`config.mk`:
```
export PLATFORM = sky130hd
export DESIGN_NAME = opnd_seq_top
export DESIGN_NICKNAME = d
export VERILOG_FILES = /design/src/rtl/opnd_seq_pkg.sv /design/src/rtl/opnd_seq_cnt.sv /design/src/rtl/opnd_seq_ctrl.sv /design/src/rtl/opnd_seq_dp.sv /design/src/rtl/opnd_seq_top.sv
export SDC_FILE = /design/constraint.sdc
export NUM_CORES = 1
export LEC_CHECK = 0
export BUFFER_PORTS_ARGS = -buffer_cell sky130_fd_sc_hd__buf_4
export CAP_MARGIN = 0
export CELL_PAD_IN_SITES_DETAIL_PLACEMENT = 1
export CELL_PAD_IN_SITES_GLOBAL_PLACEMENT = 1
export CORE_MARGIN = 4
export CORE_UTILIZATION = 43
export CTS_BUF_LIST = sky130_fd_sc_hd__clkbuf_8
export DETAILED_ROUTE_END_ITERATION = 16
export PLACE_DENSITY_LB_ADDON = 0.1
export SETUP_SLACK_MARGIN = 0.02
export SYNTH_ARGS = -nofsm -noshare
export SYNTH_HDL_FRONTEND = slang
export SYNTH_SLANG_ARGS = --single-unit
```
`constraint.sdc`:
```
create_clock -name clk -period 2.8 [get_ports clk]
set_input_delay 0.56 -clock clk [delete_from_list [all_inputs] [get_ports clk]]
set_output_delay 0.56 -clock clk [all_outputs]
set_load 0.01 [all_outputs]
```
`src/rtl/opnd_seq_pkg.sv`:
```
package opnd_seq_pkg;

  localparam int SRC_MODE_W = 3;
  localparam int DST_MODE_W = 2;
  localparam int MAX_CYCLES = 6;
  localparam int MAX_WORDS  = 3;

  typedef enum logic [2:0] {
    PH_IDLE       = 3'd0,
    PH_FETCH      = 3'd1,
    PH_SRC_EXT    = 3'd2,
    PH_SRC_READ   = 3'd3,
    PH_DST_EXT    = 3'd4,
    PH_DST_READ   = 3'd5,
    PH_WRITE_BACK = 3'd6
  } phase_e;

  // source codes
  localparam logic [SRC_MODE_W-1:0] SRC_REG    = 3'd0;
  localparam logic [SRC_MODE_W-1:0] SRC_IND    = 3'd1;
  localparam logic [SRC_MODE_W-1:0] SRC_INDINC = 3'd2;
  localparam logic [SRC_MODE_W-1:0] SRC_IMM    = 3'd3;
  localparam logic [SRC_MODE_W-1:0] SRC_IDX    = 3'd4;
  localparam logic [SRC_MODE_W-1:0] SRC_SYM    = 3'd5;
  localparam logic [SRC_MODE_W-1:0] SRC_ABS    = 3'd6;

  // destination codes
  localparam logic [DST_MODE_W-1:0] DST_REG = 2'd0;
  localparam logic [DST_MODE_W-1:0] DST_IND = 2'd1;
  localparam logic [DST_MODE_W-1:0] DST_IDX = 2'd2;
  localparam logic [DST_MODE_W-1:0] DST_ABS = 2'd3;

  // strobes from control to datapath
  typedef struct packed {
    logic load;       // capture modes, clear counters
    logic tickCycle;  // one more bus cycle spent
    logic tickWord;   // one more instruction word fetched
  } seqStrobe_t;

  function automatic logic srcHasExt(input logic [SRC_MODE_W-1:0] m);
    return (m == SRC_IMM) || (m == SRC_IDX) || (m == SRC_SYM) || (m == SRC_ABS);
  endfunction

  function automatic logic srcIsIndexed(input logic [SRC_MODE_W-1:0] m);
    return (m == SRC_IDX) || (m == SRC_SYM) || (m == SRC_ABS);
  endfunction

  function automatic logic srcIsIndirect(input logic [SRC_MODE_W-1:0] m);
    return (m == SRC_IND) || (m == SRC_INDINC);
  endfunction

  function automatic logic dstIsIndexed(input logic [DST_MODE_W-1:0] m);
    return (m == DST_IDX) || (m == DST_ABS);
  endfunction

  function automatic logic dstIsIndirect(input logic [DST_MODE_W-1:0] m);
    return (m == DST_IND);
  endfunction

endpackage

```
`src/rtl/opnd_seq_cnt.sv`:
```
module opnd_seq_cnt #(
  parameter int W = 4
) (
  input  logic         clk,
  input  logic         rst_n,
  input  logic         clr,
  input  logic         inc,
  output logic [W-1:0] value
);

  always_ff @(posedge clk or negedge rst_n) begin
    if (!rst_n) begin
      value <= '0;
    end else if (clr) begin
      value <= '0;
    end else if (inc) begin
      value <= value + W'(1);
    end
  end

endmodule

```
`src/rtl/opnd_seq_ctrl.sv`:
```
module opnd_seq_ctrl
  import opnd_seq_pkg::*;
(
  input  logic                  clk,
  input  logic                  rst_n,
  input  logic                  start,
  input  logic [SRC_MODE_W-1:0] srcModeQ,
  input  logic [DST_MODE_W-1:0] dstModeQ,
  output phase_e                phaseQ,
  output logic                  lastPhase,
  output seqStrobe_t            strobe
);

  phase_e nextPhase;
  phase_e dstEntry;

  // first destination phase (or idle) once source work is over
  always_comb begin
    if (dstIsIndexed(dstModeQ)) begin
      dstEntry = PH_DST_EXT;
    end else if (dstIsIndirect(dstModeQ)) begin
      dstEntry = PH_WRITE_BACK;
    end else begin
      dstEntry = PH_IDLE;
    end
  end

  always_comb begin
    nextPhase = phaseQ;
    case (phaseQ)
      PH_IDLE: begin
        nextPhase = start ? PH_FETCH : PH_IDLE;
      end
      PH_FETCH: begin
        if (srcHasExt(srcModeQ)) begin
          nextPhase = PH_SRC_EXT;
        end else if (srcIsIndirect(srcModeQ)) begin
          nextPhase = PH_SRC_READ;
        end else begin
          nextPhase = dstEntry;
        end
      end
      PH_SRC_EXT: begin
        nextPhase = srcIsIndexed(srcModeQ) ? PH_SRC_READ : dstEntry;
      end
      PH_SRC_READ:   nextPhase = dstEntry;
      PH_DST_EXT:    nextPhase = PH_DST_READ;
      PH_DST_READ:   nextPhase = PH_WRITE_BACK;
      PH_WRITE_BACK: nextPhase = PH_IDLE;
      default:       nextPhase = PH_IDLE;
    endcase
  end

  always_ff @(posedge clk or negedge rst_n) begin
    if (!rst_n) begin
      phaseQ <= PH_IDLE;
    end else begin
      phaseQ <= nextPhase;
    end
  end

  always_comb begin
    lastPhase        = (phaseQ != PH_IDLE) && (nextPhase == PH_IDLE);
    strobe.load      = (phaseQ == PH_IDLE) && start;
    strobe.tickCycle = (phaseQ != PH_IDLE);
    strobe.tickWord  = (phaseQ == PH_FETCH) || (phaseQ == PH_SRC_EXT) ||
                       (phaseQ == PH_DST_EXT);
  end

endmodule

```
`src/rtl/opnd_seq_dp.sv`:
```
module opnd_seq_dp
  import opnd_seq_pkg::*;
#(
  parameter int CNT_W = 4,
  parameter int LEN_W = 2
) (
  input  logic                  clk,
  input  logic                  rst_n,
  input  seqStrobe_t            strobe,
  input  logic [SRC_MODE_W-1:0] srcModeIn,
  input  logic [DST_MODE_W-1:0] dstModeIn,
  output logic [SRC_MODE_W-1:0] srcModeQ,
  output logic [DST_MODE_W-1:0] dstModeQ,
  output logic [CNT_W-1:0]      cycleCount,
  output logic [LEN_W-1:0]      wordCount
);

  always_ff @(posedge clk or negedge rst_n) begin
    if (!rst_n) begin
      srcModeQ <= SRC_REG;
      dstModeQ <= DST_REG;
    end else if (strobe.load) begin
      srcModeQ <= srcModeIn;
      dstModeQ <= dstModeIn;
    end
  end

  opnd_seq_cnt #(.W(CNT_W)) cycleCnt_i (
    .clk   (clk),
    .rst_n (rst_n),
    .clr   (strobe.load),
    .inc   (strobe.tickCycle),
    .value (cycleCount)
  );

  opnd_seq_cnt #(.W(LEN_W)) wordCnt_i (
    .clk   (clk),
    .rst_n (rst_n),
    .clr   (strobe.load),
    .inc   (strobe.tickWord),
    .value (wordCount)
  );

endmodule

```
`src/rtl/opnd_seq_top.sv`:
```
module opnd_seq_top
  import opnd_seq_pkg::*;
#(
  parameter int CNT_W = $clog2(MAX_CYCLES + 1) + 1,
  parameter int LEN_W = $clog2(MAX_WORDS + 1)
) (
  input  logic                  clk,
  input  logic                  rst_n,
  input  logic                  start,
  input  logic [SRC_MODE_W-1:0] srcMode,
  input  logic [DST_MODE_W-1:0] dstMode,
  output logic                  busy,
  output logic [2:0]            phase,
  output logic                  done,
  output logic [CNT_W-1:0]      cycleCount,
  output logic [LEN_W-1:0]      wordCount
);

  seqStrobe_t                strobe;
  phase_e                    phaseQ;
  logic [SRC_MODE_W-1:0]     srcModeQ;
  logic [DST_MODE_W-1:0]     dstModeQ;

  opnd_seq_ctrl ctrl_i (
    .clk       (clk),
    .rst_n     (rst_n),
    .start     (start),
    .srcModeQ  (srcModeQ),
    .dstModeQ  (dstModeQ),
    .phaseQ    (phaseQ),
    .lastPhase (done),
    .strobe    (strobe)
  );

  opnd_seq_dp #(.CNT_W(CNT_W), .LEN_W(LEN_W)) dp_i (
    .clk        (clk),
    .rst_n      (rst_n),
    .strobe     (strobe),
    .srcModeIn  (srcMode),
    .dstModeIn  (dstMode),
    .srcModeQ   (srcModeQ),
    .dstModeQ   (dstModeQ),
    .cycleCount (cycleCount),
    .wordCount  (wordCount)
  );

  assign phase = phaseQ;
  assign busy  = (phaseQ != PH_IDLE);

endmodule

```
==> flow_metrics.py <==
metrics = {
    "outcome": {
        "status": "finished, final reports clean",
    },
    "global_route": {
        "grt_max_degree": 15,
        "grtUsageMet3_pct": 4.217,
        "grt_pass1_vias": 743,
        "globalRouteOverflowTotal": 0,
        "grt_first_pass_wirelength_mm": 3.553,
        "busiest_layer": "met2",
        "antenna_found_initial": 0,
        "grtUsageMet2_pct": 31.30,
        "grt_use_met1_pct": 22.62,
        "groute.usage.overall_pct": 19.17,
    },
    "detailed_routing": {
        "drtPass1Iterations": 4,
        "drc": 0,
        "drt_iter0_drc": 4,
        "post_drt_wl_per_cell_um": 16.98,
        "ant_nets": 0,
        "postRouteWirelength_mm": 2.071,
        "num_vias": 669,
        "viasPerCell": 5.484,
    },
    "floorplanning": {
        "die_h_um": 50.10,
        "start_util_pct": 47.80,
        "die_area_mm2": 0.002510,
        "core-area_mm2": 0.001594,
        "rows": 14,
        "io_pins": 19,
        "die_w_um": 50.10,
    },
    "yosys": {
        "yosysMostFrequentCell": "dfrtp_1",
        "synth_nets": 88,
        "yosysWarnings": 0,
        "synthArstFlopShare_pct": 100.0,
        "synth_top_area_share_pct": 45.98,
        "synth_area_leaders": "dfrtp_1 46%, mux2_2 7.4%, o21ai_0 5.9%",
        "synth_edf_count": 0,
        "synth.cell_area_um2": 762.0,
        "yosysUniqueCellTypes": 27,
        "avgSynthCellArea_um2": 9.645,
        "yosysTopAreaCell": "dfrtp_1",
        "synth_flop_cell": "dfrtp_1",
        "ys_seq_area_share_pct": 45.98,
        "synth_common_cells": "14 x dfrtp_1, 10 x nand2_1, 9 x o21ai_0",
        "synth_seq_cells": 14,
        "synth_cells": 79,
    },
    "worst_setup_path": {
        "critPathCaptureType": "output port",
        "required_ps": 2240,
        "cp.depth": 5,
        "crit_path_top_delay_cell": "dfrtp_1",
        "path_cells": "or3_4 > a211oi_2 > o32ai_1 > a2111oi_2 > buf_4",
        "cp.arrival_ps": 1990,
        "r2r.worst_path.cells": 3,
        "cp.buffers_inverters": 1,
        "cp-start-kind": "flip-flop",
        "crit_type": "reg2out",
        "critPathTopFamily": "compound AO/OA/AOI/OAI gates",
        "crit_fanout": 5,
        "slowest_delay_ps": 420,
    },
    "layout": {
        "nFillCells": 189,
        "drive_gt1_share_pct": 31.63,
        "num_antenna_cells": 0,
        "fin_nets": 108,
        "area_growth_syn_to_layout_pct": 27.09,
    },
    "clock_tree": {
        "cts_buffers": 3,
        "hold_buffers": 0,
        "htreeDepth": 1,
        "cts-root-buf": "clkbuf_8",
        "cts-resized-gates": 0,
        "cts_setup_buffers": 0,
        "cts.sink_count": 14,
        "clkTransAtPathRegs_ps": 60,
        "clk_latency_ps": 240,
        "clk_path_buf_depth": 2,
        "cts_tree": "yes",
    },
    "place": {
        "place_ws_ps": 539.9,
        "hpwl_mm": 1.503,
        "gp_congestion": 0.7601,
        "io_buffers": 18,
    },
    "sta": {
        "worstMarginPinSlew_ps": 444.5,
        "period_share_pct": 91.19,
        "hold_viol_final": 0,
        "fin_ws_ps": 246.7,
        "clock.fmax_ghz": 0.3917,
        "setup_viol": 0,
        "fin_crit_ps": 2553,
        "rsz0062_at_grt": "no",
        "worst_clock_skew_ps": 0.8791,
        "hold_slack_ps": 156.9,
        "fin_setup_tns_ps": 0,
        "maxSlewViolCount": 0,
        "maxSlewHeadroom_pct": 70.09,
    },
    "power_and_ir_drop": {
        "power_density_mw_per_mm2": 1334,
        "ir_worst_vdd_mv": 0.6560,
        "leakagePower_nw": 0.4172,
    },
    "run": {
        "cap_violations": 0,
    },
    "min_path": {
        "hold_class": "in2async",
    },
}
[registers in the layout, indices dropped and copies added, names as in the netlist]
| name | count |
|---|---|
| ctrl_i.phaseQ | 3 |
| dp_i.wordCnt_i.value | 2 |
| dp_i.cycleCnt_i.value | 4 |
| dp_i.dstModeQ | 2 |
| dp_i.srcModeQ | 3 |
[stage by stage]
stage / util, % / cell area [um^2] / power [mW] / std cells
after floorplan: - / 762.0 / 0.8411 / 79
after global placement: 57.30 / 913.4 / 1.045 / 118
after detailed placement: 57.30 / 913.4 / 1.087 / 118
after CTS: 60.75 / 968.4 / 1.303 / 122
after global routing: 60.75 / 968.4 / 1.398 / 122
final: 60.75 / 968.4 / 1.292 / 122
[cells by family (layout without fill, tap and decap cells)]
group                    count (synthesis)  count (layout)  synth area share [%]
flip-flops                              14              14                 45.98
multiplexers                             5               5                 7.389
buffers and inverters                    5              24                 2.791
XOR/XNOR                                 1               1                 1.150
adder cells (fa/ha/maj)                  1               1                 1.642
AO/OA/AOI/OAI                           23              23                 20.69
AND/OR/NAND/NOR                         30              30                 20.36
[report_power, final]
group          internal, mW  switching (mW)  total (mW)
Clock                 0.125          0.0745       0.199
Combinational         0.303           0.322       0.625
Sequential            0.306           0.161       0.467
Total                 0.734           0.557        1.29
[area by class of cell]
class                   instances  area (um^2)  area share [%]
well taps                      24        30.03           3.101
multi-input cells              60        390.4           40.31
inverters                       2        7.507          0.7752
flip-flops and latches         14        350.3           36.18
repair buffers                 18        135.1           13.95
clock buffers                   4        55.05           5.685
[cells in the final DEF, fill, tap and decap left out, drive strengths merged, types with 4 or more instances in the layout]
master,instances
clkbuf,4
buf,18
dfrtp,14
nor2b,4
nand2,10
mux2,5
nor2,7
a21oi,4
o21ai,9
[worst paths after layout]
path                                                       from                                   end  slack [ps]
max in group asynchronous                                 rst_n   dp_i.wordCnt_i.value[0]$_DFFE_PN0P_        2470
min in group clk           dp_i.cycleCnt_i.value[3]$_DFFE_PN0P_  dp_i.cycleCnt_i.value[3]$_DFFE_PN0P_         500
hold / removal                                            rst_n   dp_i.wordCnt_i.value[1]$_DFFE_PN0P_         160
setup / recovery                   dp_i.srcModeQ[2]$_DFFE_PN0P_                                  done         250
hold reg to reg            dp_i.cycleCnt_i.value[3]$_DFFE_PN0P_  dp_i.cycleCnt_i.value[3]$_DFFE_PN0P_         500
setup reg to reg                     ctrl_i.phaseQ[2]$_DFF_PN0_          dp_i.srcModeQ[1]$_DFFE_PN0P_        1090
[worst reg2reg max path: stages (launching register included)]
cell,delay (ps)
dfrtp_1,540
nor3_2,340
and2_1,340
mux2_2,380
[layer usage]
layer	wire length, um	part of all wire [%]
met1	955	46
met2	1003	48
met3	93	4.5
met4	19	0.92
met5	0	0
Note: power is estimated with default switching activity, not from simulation.
